==> src/rtl/drs_pkg.sv <==
package drs_pkg;

  typedef enum logic [3:0] {
    ST_PWRUP,
    ST_IDLE,
    ST_REQ,
    ST_CAS_SET,
    ST_RAS_LOW,
    ST_PRECH,
    ST_SR_SET,
    ST_SR_LOW,
    ST_SR_EXIT
  } seq_state_e;

  function automatic int max_of(input int a, input int b);
    return (a > b) ? a : b;
  endfunction

endpackage

==> src/rtl/drs_interval.sv <==
module drs_interval #(
  parameter int INTERVAL_CYC = 60,
  parameter int MAX_PEND     = 3
) (
  input  logic clk_i,
  input  logic rst_ni,
  input  logic en_i,
  input  logic take_i,
  output logic has_pend_o
);

  localparam int TW = $clog2(INTERVAL_CYC);
  localparam int PW = $clog2(MAX_PEND + 1);

  logic [TW-1:0] tcnt_q;
  logic [PW-1:0] pend_q;
  logic          tick;
  logic          inc, dec;

  assign tick = en_i && (tcnt_q == TW'(INTERVAL_CYC - 1));
  assign inc  = tick && (pend_q != PW'(MAX_PEND));
  assign dec  = take_i && (pend_q != '0);

  always_ff @(posedge clk_i or negedge rst_ni) begin
    if (!rst_ni) begin
      tcnt_q <= '0;
      pend_q <= '0;
    end else if (!en_i) begin
      tcnt_q <= '0;
      pend_q <= '0;
    end else begin
      tcnt_q <= tick ? '0 : tcnt_q + TW'(1);
      case ({inc, dec})
        2'b10:   pend_q <= pend_q + PW'(1);
        2'b01:   pend_q <= pend_q - PW'(1);
        default: pend_q <= pend_q;
      endcase
    end
  end

  assign has_pend_o = (pend_q != '0);

  assert_pend_cap_R8: assert property (@(posedge clk_i) disable iff (!rst_ni)
    pend_q <= PW'(MAX_PEND));

  assert_pend_step_R8: assert property (@(posedge clk_i) disable iff (!rst_ni)
    ($past(en_i) && en_i && !$stable(pend_q)) |->
      (pend_q == $past(pend_q) + PW'(1) || pend_q + PW'(1) == $past(pend_q)));

endmodule

==> src/rtl/drs_seq_fsm.sv <==
module drs_seq_fsm
  import drs_pkg::*;
#(
  parameter int PWRUP_CYC    = 20,
  parameter int INIT_REFS    = 8,
  parameter int CSR_CYC      = 1,
  parameter int CHR_CYC      = 2,
  parameter int RAS_LOW_CYC  = 4,
  parameter int RP_CYC       = 3,
  parameter int SELF_MIN_CYC = 30,
  parameter int SELF_RP_CYC  = 5
) (
  input  logic clk_i,
  input  logic rst_ni,
  input  logic bus_grant_i,
  input  logic sleep_req_i,
  input  logic has_pend_i,
  output logic take_o,
  output logic timer_en_o,
  output logic bus_req_o,
  output logic sleep_ack_o,
  output logic ready_o,
  output logic ras_no,
  output logic cas_no
);

  localparam int MAXD = max_of(max_of(max_of(PWRUP_CYC, SELF_MIN_CYC), max_of(RAS_LOW_CYC, RP_CYC)),
                               max_of(CSR_CYC, SELF_RP_CYC));
  localparam int CW   = $clog2(MAXD + 1);
  localparam int IW   = $clog2(INIT_REFS + 1);

  seq_state_e    st_q, st_d;
  logic [CW-1:0] cnt_q;
  logic [IW-1:0] init_q;
  logic          ready_q;
  logic          pwrup_done, csr_done, ras_done, rp_done, srmin_done, srrp_done;
  logic          init_last, more, take, sleeping;

  assign pwrup_done = (cnt_q == CW'(PWRUP_CYC - 1));
  assign csr_done   = (cnt_q == CW'(CSR_CYC - 1));
  assign ras_done   = (cnt_q == CW'(RAS_LOW_CYC - 1));
  assign rp_done    = (cnt_q == CW'(RP_CYC - 1));
  assign srmin_done = (cnt_q == CW'(SELF_MIN_CYC - 1));
  assign srrp_done  = (cnt_q == CW'(SELF_RP_CYC - 1));
  assign init_last  = (init_q == IW'(INIT_REFS - 1));
  // another refresh follows the current one without releasing the bus
  assign more       = ready_q ? has_pend_i : !init_last;

  always_comb begin
    st_d = st_q;
    take = 1'b0;
    unique case (st_q)
      ST_PWRUP:   if (pwrup_done) st_d = ST_REQ;
      ST_IDLE:    if (has_pend_i || sleep_req_i) st_d = ST_REQ;
      ST_REQ: begin
        if (!ready_q || has_pend_i) begin
          if (bus_grant_i) begin
            st_d = ST_CAS_SET;
            take = ready_q;
          end
        end else if (sleep_req_i) begin
          if (bus_grant_i) st_d = ST_SR_SET;
        end else begin
          st_d = ST_IDLE;
        end
      end
      ST_CAS_SET: if (csr_done) st_d = ST_RAS_LOW;
      ST_RAS_LOW: if (ras_done) st_d = ST_PRECH;
      ST_PRECH: begin
        if (rp_done) begin
          if (more) begin
            st_d = ST_CAS_SET;
            take = ready_q;
          end else begin
            st_d = ST_IDLE;
          end
        end
      end
      ST_SR_SET:  if (csr_done) st_d = ST_SR_LOW;
      ST_SR_LOW:  if (srmin_done && !sleep_req_i) st_d = ST_SR_EXIT;
      ST_SR_EXIT: if (srrp_done) st_d = ST_IDLE;
      default:    st_d = ST_IDLE;
    endcase
  end

  always_ff @(posedge clk_i or negedge rst_ni) begin
    if (!rst_ni) begin
      st_q    <= ST_PWRUP;
      cnt_q   <= '0;
      init_q  <= '0;
      ready_q <= 1'b0;
    end else begin
      st_q <= st_d;
      if (st_d != st_q || st_q == ST_PRECH && rp_done) cnt_q <= '0;
      else if (st_q == ST_IDLE || st_q == ST_REQ) cnt_q <= '0;
      else if (!(st_q == ST_SR_LOW && srmin_done)) cnt_q <= cnt_q + CW'(1);
      if (st_q == ST_PRECH && rp_done && !ready_q) begin
        if (init_last) ready_q <= 1'b1;
        else init_q <= init_q + IW'(1);
      end
    end
  end

  assign sleeping    = (st_q == ST_SR_SET) || (st_q == ST_SR_LOW) || (st_q == ST_SR_EXIT);
  assign take_o      = take;
  assign timer_en_o  = ready_q && !sleeping;
  assign bus_req_o   = (st_q != ST_PWRUP) && (st_q != ST_IDLE);
  assign sleep_ack_o = (st_q == ST_SR_LOW);
  assign ready_o     = ready_q;
  assign ras_no      = !((st_q == ST_RAS_LOW) || (st_q == ST_SR_LOW));
  assign cas_no      = !((st_q == ST_CAS_SET) || (st_q == ST_SR_SET) || (st_q == ST_SR_LOW) ||
                         (st_q == ST_RAS_LOW && cnt_q < CW'(CHR_CYC)));

  assert_cas_lead_R4: assert property (@(posedge clk_i) disable iff (!rst_ni)
    $fell(ras_no) |-> (!cas_no && $past(!cas_no)));

  assert_ready_sticky_R3: assert property (@(posedge clk_i) disable iff (!rst_ni)
    ready_q |=> ready_q);

  assert_ready_after_init_R3: assert property (@(posedge clk_i) disable iff (!rst_ni)
    $rose(ready_q) |-> $past(st_q == ST_PRECH));

  assert_ras_needs_bus_R7: assert property (@(posedge clk_i) disable iff (!rst_ni)
    !ras_no |-> bus_req_o);

  assert_ack_strobes_R10: assert property (@(posedge clk_i) disable iff (!rst_ni)
    sleep_ack_o |-> (!ras_no && !cas_no));

endmodule

==> src/rtl/dram_refresh_seq.sv <==
module dram_refresh_seq #(
  parameter int PWRUP_CYC    = 20000,
  parameter int INIT_REFS    = 8,
  parameter int INTERVAL_CYC = 1560,
  parameter int MAX_PEND     = 8,
  parameter int CSR_CYC      = 1,
  parameter int CHR_CYC      = 2,
  parameter int RAS_LOW_CYC  = 6,
  parameter int RP_CYC       = 4,
  parameter int SELF_MIN_CYC = 10000,
  parameter int SELF_RP_CYC  = 11
) (
  input  logic clk_i,
  input  logic rst_ni,
  input  logic bus_grant_i,
  input  logic sleep_req_i,
  output logic bus_req_o,
  output logic sleep_ack_o,
  output logic ready_o,
  output logic ras_no,
  output logic cas_lo_no,
  output logic cas_hi_no,
  output logic we_no,
  output logic oe_no,
  output logic dq_oe_o
);

  logic has_pend, take, timer_en, cas_n;

  drs_interval #(
    .INTERVAL_CYC(INTERVAL_CYC),
    .MAX_PEND    (MAX_PEND)
  ) u_interval (
    .clk_i     (clk_i),
    .rst_ni    (rst_ni),
    .en_i      (timer_en),
    .take_i    (take),
    .has_pend_o(has_pend)
  );

  drs_seq_fsm #(
    .PWRUP_CYC   (PWRUP_CYC),
    .INIT_REFS   (INIT_REFS),
    .CSR_CYC     (CSR_CYC),
    .CHR_CYC     (CHR_CYC),
    .RAS_LOW_CYC (RAS_LOW_CYC),
    .RP_CYC      (RP_CYC),
    .SELF_MIN_CYC(SELF_MIN_CYC),
    .SELF_RP_CYC (SELF_RP_CYC)
  ) u_fsm (
    .clk_i      (clk_i),
    .rst_ni     (rst_ni),
    .bus_grant_i(bus_grant_i),
    .sleep_req_i(sleep_req_i),
    .has_pend_i (has_pend),
    .take_o     (take),
    .timer_en_o (timer_en),
    .bus_req_o  (bus_req_o),
    .sleep_ack_o(sleep_ack_o),
    .ready_o    (ready_o),
    .ras_no     (ras_no),
    .cas_no     (cas_n)
  );

  // both byte strobes low together: the part reads this as refresh, not access
  assign cas_lo_no = cas_n;
  assign cas_hi_no = cas_n;
  assign we_no     = 1'b1;
  assign oe_no     = 1'b1;
  assign dq_oe_o   = 1'b0;

endmodule

==> config.mk <==
export PLATFORM = sky130hd
export DESIGN_NAME = dram_refresh_seq
export DESIGN_NICKNAME = d
export VERILOG_FILES = /design/src/rtl/drs_pkg.sv /design/src/rtl/drs_interval.sv /design/src/rtl/drs_seq_fsm.sv /design/src/rtl/dram_refresh_seq.sv
export SDC_FILE = /design/constraint.sdc
export NUM_CORES = 1
export LEC_CHECK = 0
export BUFFER_PORTS_ARGS = -buffer_cell sky130_fd_sc_hd__clkbuf_2
export CAP_MARGIN = 10
export CELL_PAD_IN_SITES_DETAIL_PLACEMENT = 0
export CELL_PAD_IN_SITES_GLOBAL_PLACEMENT = 1
export CORE_ASPECT_RATIO = 0.7
export CORE_MARGIN = 2
export CORE_UTILIZATION = 30
export DETAILED_ROUTE_END_ITERATION = 10
export PLACE_DENSITY_LB_ADDON = 0.1
export SLEW_MARGIN = 20
export SYNTH_ARGS = -nofsm -noshare
export SYNTH_HDL_FRONTEND = slang
export SYNTH_SLANG_ARGS = --single-unit
==> constraint.sdc <==
create_clock -name clk_i -period 6.1 [get_ports clk_i]
set_clock_uncertainty 0.15 [all_clocks]
set_input_delay 0.915 -clock clk_i [delete_from_list [all_inputs] [get_ports clk_i]]
set_output_delay 0.915 -clock clk_i [all_outputs]
set_load 0.02 [all_outputs]
==> impl_results.md <==
- Hold path start: u_interval.tcnt_q[0]
- Synth Area per Inst: 9.32 sq um
- Routability cong.: 0.838
- Chip height: just over 80 um
- Fin util: 34.8%
- Initial antenna violation count: 0
- GRT Residual Overflow: 0
- CTS tree: yes
- Slowest stage delay, CP: about 0.5 ns
- WHS Endpoint: u_interval.tcnt_q[0]
- WL/cell: 16.0 um
- Max Buffers Root-to-Sink: 2
- Number of synthesized register bits: 39
- DR DRC count: 0
- Post-DP Area: 2630 sq um
- Cell family with most CP delay: simple AND/OR/NAND/NOR gates
- Post-CTS Setup Repair Bufs: 0
- Ys async rst share: 100%
- Post-route ant nets: 0
- Yosys warning count: 0
- CTS clock-pin slew for the worst setup and hold paths: 0.06 ns
- Max_slew headroom: approximately 37%
- Clk root buf: clkbuf_16
- Final Hold Viols: 0
- Clk Latency, worst-skew pair: 0.29 ns
- Vias: 1974
- Worst min-delay path class: register to register
- Total number of H-tree levels: 2
- Total track usage: 14.1%
- Pwr Total: 0.905 mW
- Worst path bufs/invs: 0
- Post-synth EDFFs: 0
- Die extent in x: 114 um
- Final setup margin: 2.80 ns
- Diodes inserted: 0
- Number of global-route vias before repair: 1779
- Hold-fix buffers at CTS: 0
- Mapped Cells: 271
- Final Setup Violations: 0
- Die area: 9180 sq um
- Largest net degree at the start of global routing: 40
- Core Area: ~8000 sq um
- Max VDD drop: 0.103 mV
- Crit path kind: register to register
- Hold path depth: 1
- Setup crit end kind: register
- RSZ-0062 raised after global routing: false
- Worst-path fanout max: 6
- IO Pins: 13
- Final Slew Violations: 0
- Crit path cell chain: nor4_2 -> nand4_2 -> nor2_1 -> o211a_1 -> ha_1 -> ha_1 -> a21o_1 -> a21oi_1 -> xor2_1 -> or3_1 -> a21oi_1
- Share of cells above drive strength 1: 10.9%
- Setup crit start kind: register
- Distinct cells, synth: 63
- Reg-to-Reg End: u_interval.pend_q[3]
- HPWL Detailed: 4.31 mm
- MaxCap Viol Count: 0
- Reg2Reg Setup Slack: ~2.8 ns
- Most common cell after layout, fill and taps aside: dfrtp_1
- Via density: 5.25
- # resized after CTS: 0
- PortBufs: 9
- CTS buffer count: 5
- Leakage: 1.25 nW
- DRT Pass-1 Iters: 4
- Clock sinks: 39
- DP Worst Slack: 2.85 ns
- Max Clock Freq: 303 MHz
- Crit share post-route: 54.0%
- Ys flop type: dfrtp_1
- Status: finished, final reports clean
- WP data required: 6.16 ns
- Most frequent cells in the layout: dfrtp_1 (39), nor2_1 (29), nand2_1 (16)
- Worst setup startpoint: u_fsm.cnt_q[9]
- Fin crit period: about 3.3 ns
- Worst-Margin Slew: between 0.9 and 1 ns
- Row cnt: 27
- Post-route cell area: 2790 sq um
- Worst path arrival time: about 3.4 ns
- Synthesized area: 2530 sq um
- Pwr/cell area: 325 nW/um^2
- First DRT Iteration DRCs: 107
- Starting Density: between 30% and 40%
- Worst r2r path cells: 11
- Final setup TNS: 0 ns
- Register area share after synthesis: 38.6%
- R2R Path Start: u_fsm.cnt_q[9]
- WL final: roughly 6 mm
- CP max stage cell: nor4_2
- First-pass GRT wire length: a little under 10 mm
- Layout overhead on the synthesized area: 10.3%
- Final #Nets: 288
==> cells in the mapped netlist, types with 2 or more instances <==
cell type / instances / area share [%]
o21ai_1: 2 / 0.40
conb_1: 2 / 0.30
dfrtp_1: 39 / 39
nor3b_1: 2 / 0.59
inv_1: 7 / 1.0
nand3_1: 11 / 2.2
o211ai_1: 2 / 0.59
nand2b_1: 2 / 0.50
and3_1: 9 / 2.2
buf_2: 3 / 0.59
nor2_1: 29 / 4.3
or3_1: 7 / 1.7
xor2_1: 15 / 5.2
nor2b_1: 4 / 0.99
mux2_2: 2 / 0.89
o22ai_1: 2 / 0.50
nor4bb_1: 3 / 1.2
ha_1: 9 / 4.5
a21oi_1: 7 / 1.4
nand4_1: 6 / 1.5
nand3b_1: 3 / 0.89
buf_1: 2 / 0.30
or2_2: 2 / 0.50
clkbuf_1: 5 / 0.74
and3b_1: 4 / 1.4
o21a_1: 3 / 0.89
nor3_1: 9 / 1.8
nand2_1: 16 / 2.4
xnor2_1: 10 / 3.5
nor4_1: 10 / 2.5
buf_4: 4 / 1.2
o21ai_0: 9 / 1.8
==> power breakdown <==
part	internal, mW	switching (mW)
Sequential	0.275	0.0433
Clock	0.174	0.107
Combinational	0.108	0.197
==> how the worst max path moves through the flow <==
stage,end,slack [ns],depth (start not counted)
global placement,u_interval.pend_q[3],2.94,11
CTS,u_interval.pend_q[3],2.81,11
finish,u_interval.pend_q[3],2.80,11
floorplan,u_interval.pend_q[3],3.16,11
detailed placement,u_interval.pend_q[3],2.85,11
global route,u_interval.pend_q[3],2.56,11
==> flip-flops by register name, indices dropped and copies added (netlist names) <==
name and count:
u_fsm.cnt_q 15, u_fsm.init_q 4, u_fsm.ready_o 1, u_fsm.st_q 4
u_interval.pend_q 4, u_interval.tcnt_q 11
==> worst register-to-register path: cells and delay by family, from the launching register on <==
family / cells / cell delay (ns)
XOR/XNOR: 1 / 0.09
adder cells (fa/ha/maj): 2 / 0.52
flip-flops: 1 / 0.44
AND/OR/NAND/NOR: 4 / 1.35
AO/OA/AOI/OAI: 4 / 0.66
==> metal layers <==
metal / global-route usage (%) / up-vias / wire (um)
li1: - / 980 / -
met5: 0 / - / 0
met2: 17.2 / 48 / 2170
met3: 3.36 / 8 / 270
met4: 4.39 / 0 / 70
met1: 23.2 / 938 / 3500
==> logic make-up (layout without fill, tap and decap cells) <==
group,Yosys count,in the layout,share of synthesized area (%)
buffers and inverters,21,24,3.86
muxes,3,3,1.29
other,2,3,0.297
adders and majority gates,10,10,5.25
xor gates and xnor gates,26,26,9.31
AOI/OAI and AO/OA,38,38,10.3
DFF,39,39,38.6
and+or+nand+nor,132,132,31.1
==> stage by stage <==
step | hold slack, ns | cells
floorplan | 0.305 | 272
global placement | 0.338 | 368
detailed placement | 0.336 | 368
CTS | 0.344 | 376
global route | 0.376 | 376
finish | 0.339 | 376
==> area by class of cell <==
type / instances / area [sq um]
sequential: 39 / 976
tap: 101 / 126
timing repair buffer: 9 / 45.0
inverter: 7 / 26.3
fill: 809 / 5220
multi-input combinational: 212 / 1460
clock buffer: 8 / 156
No activity file was read; power rests on OpenSTA's default activity.
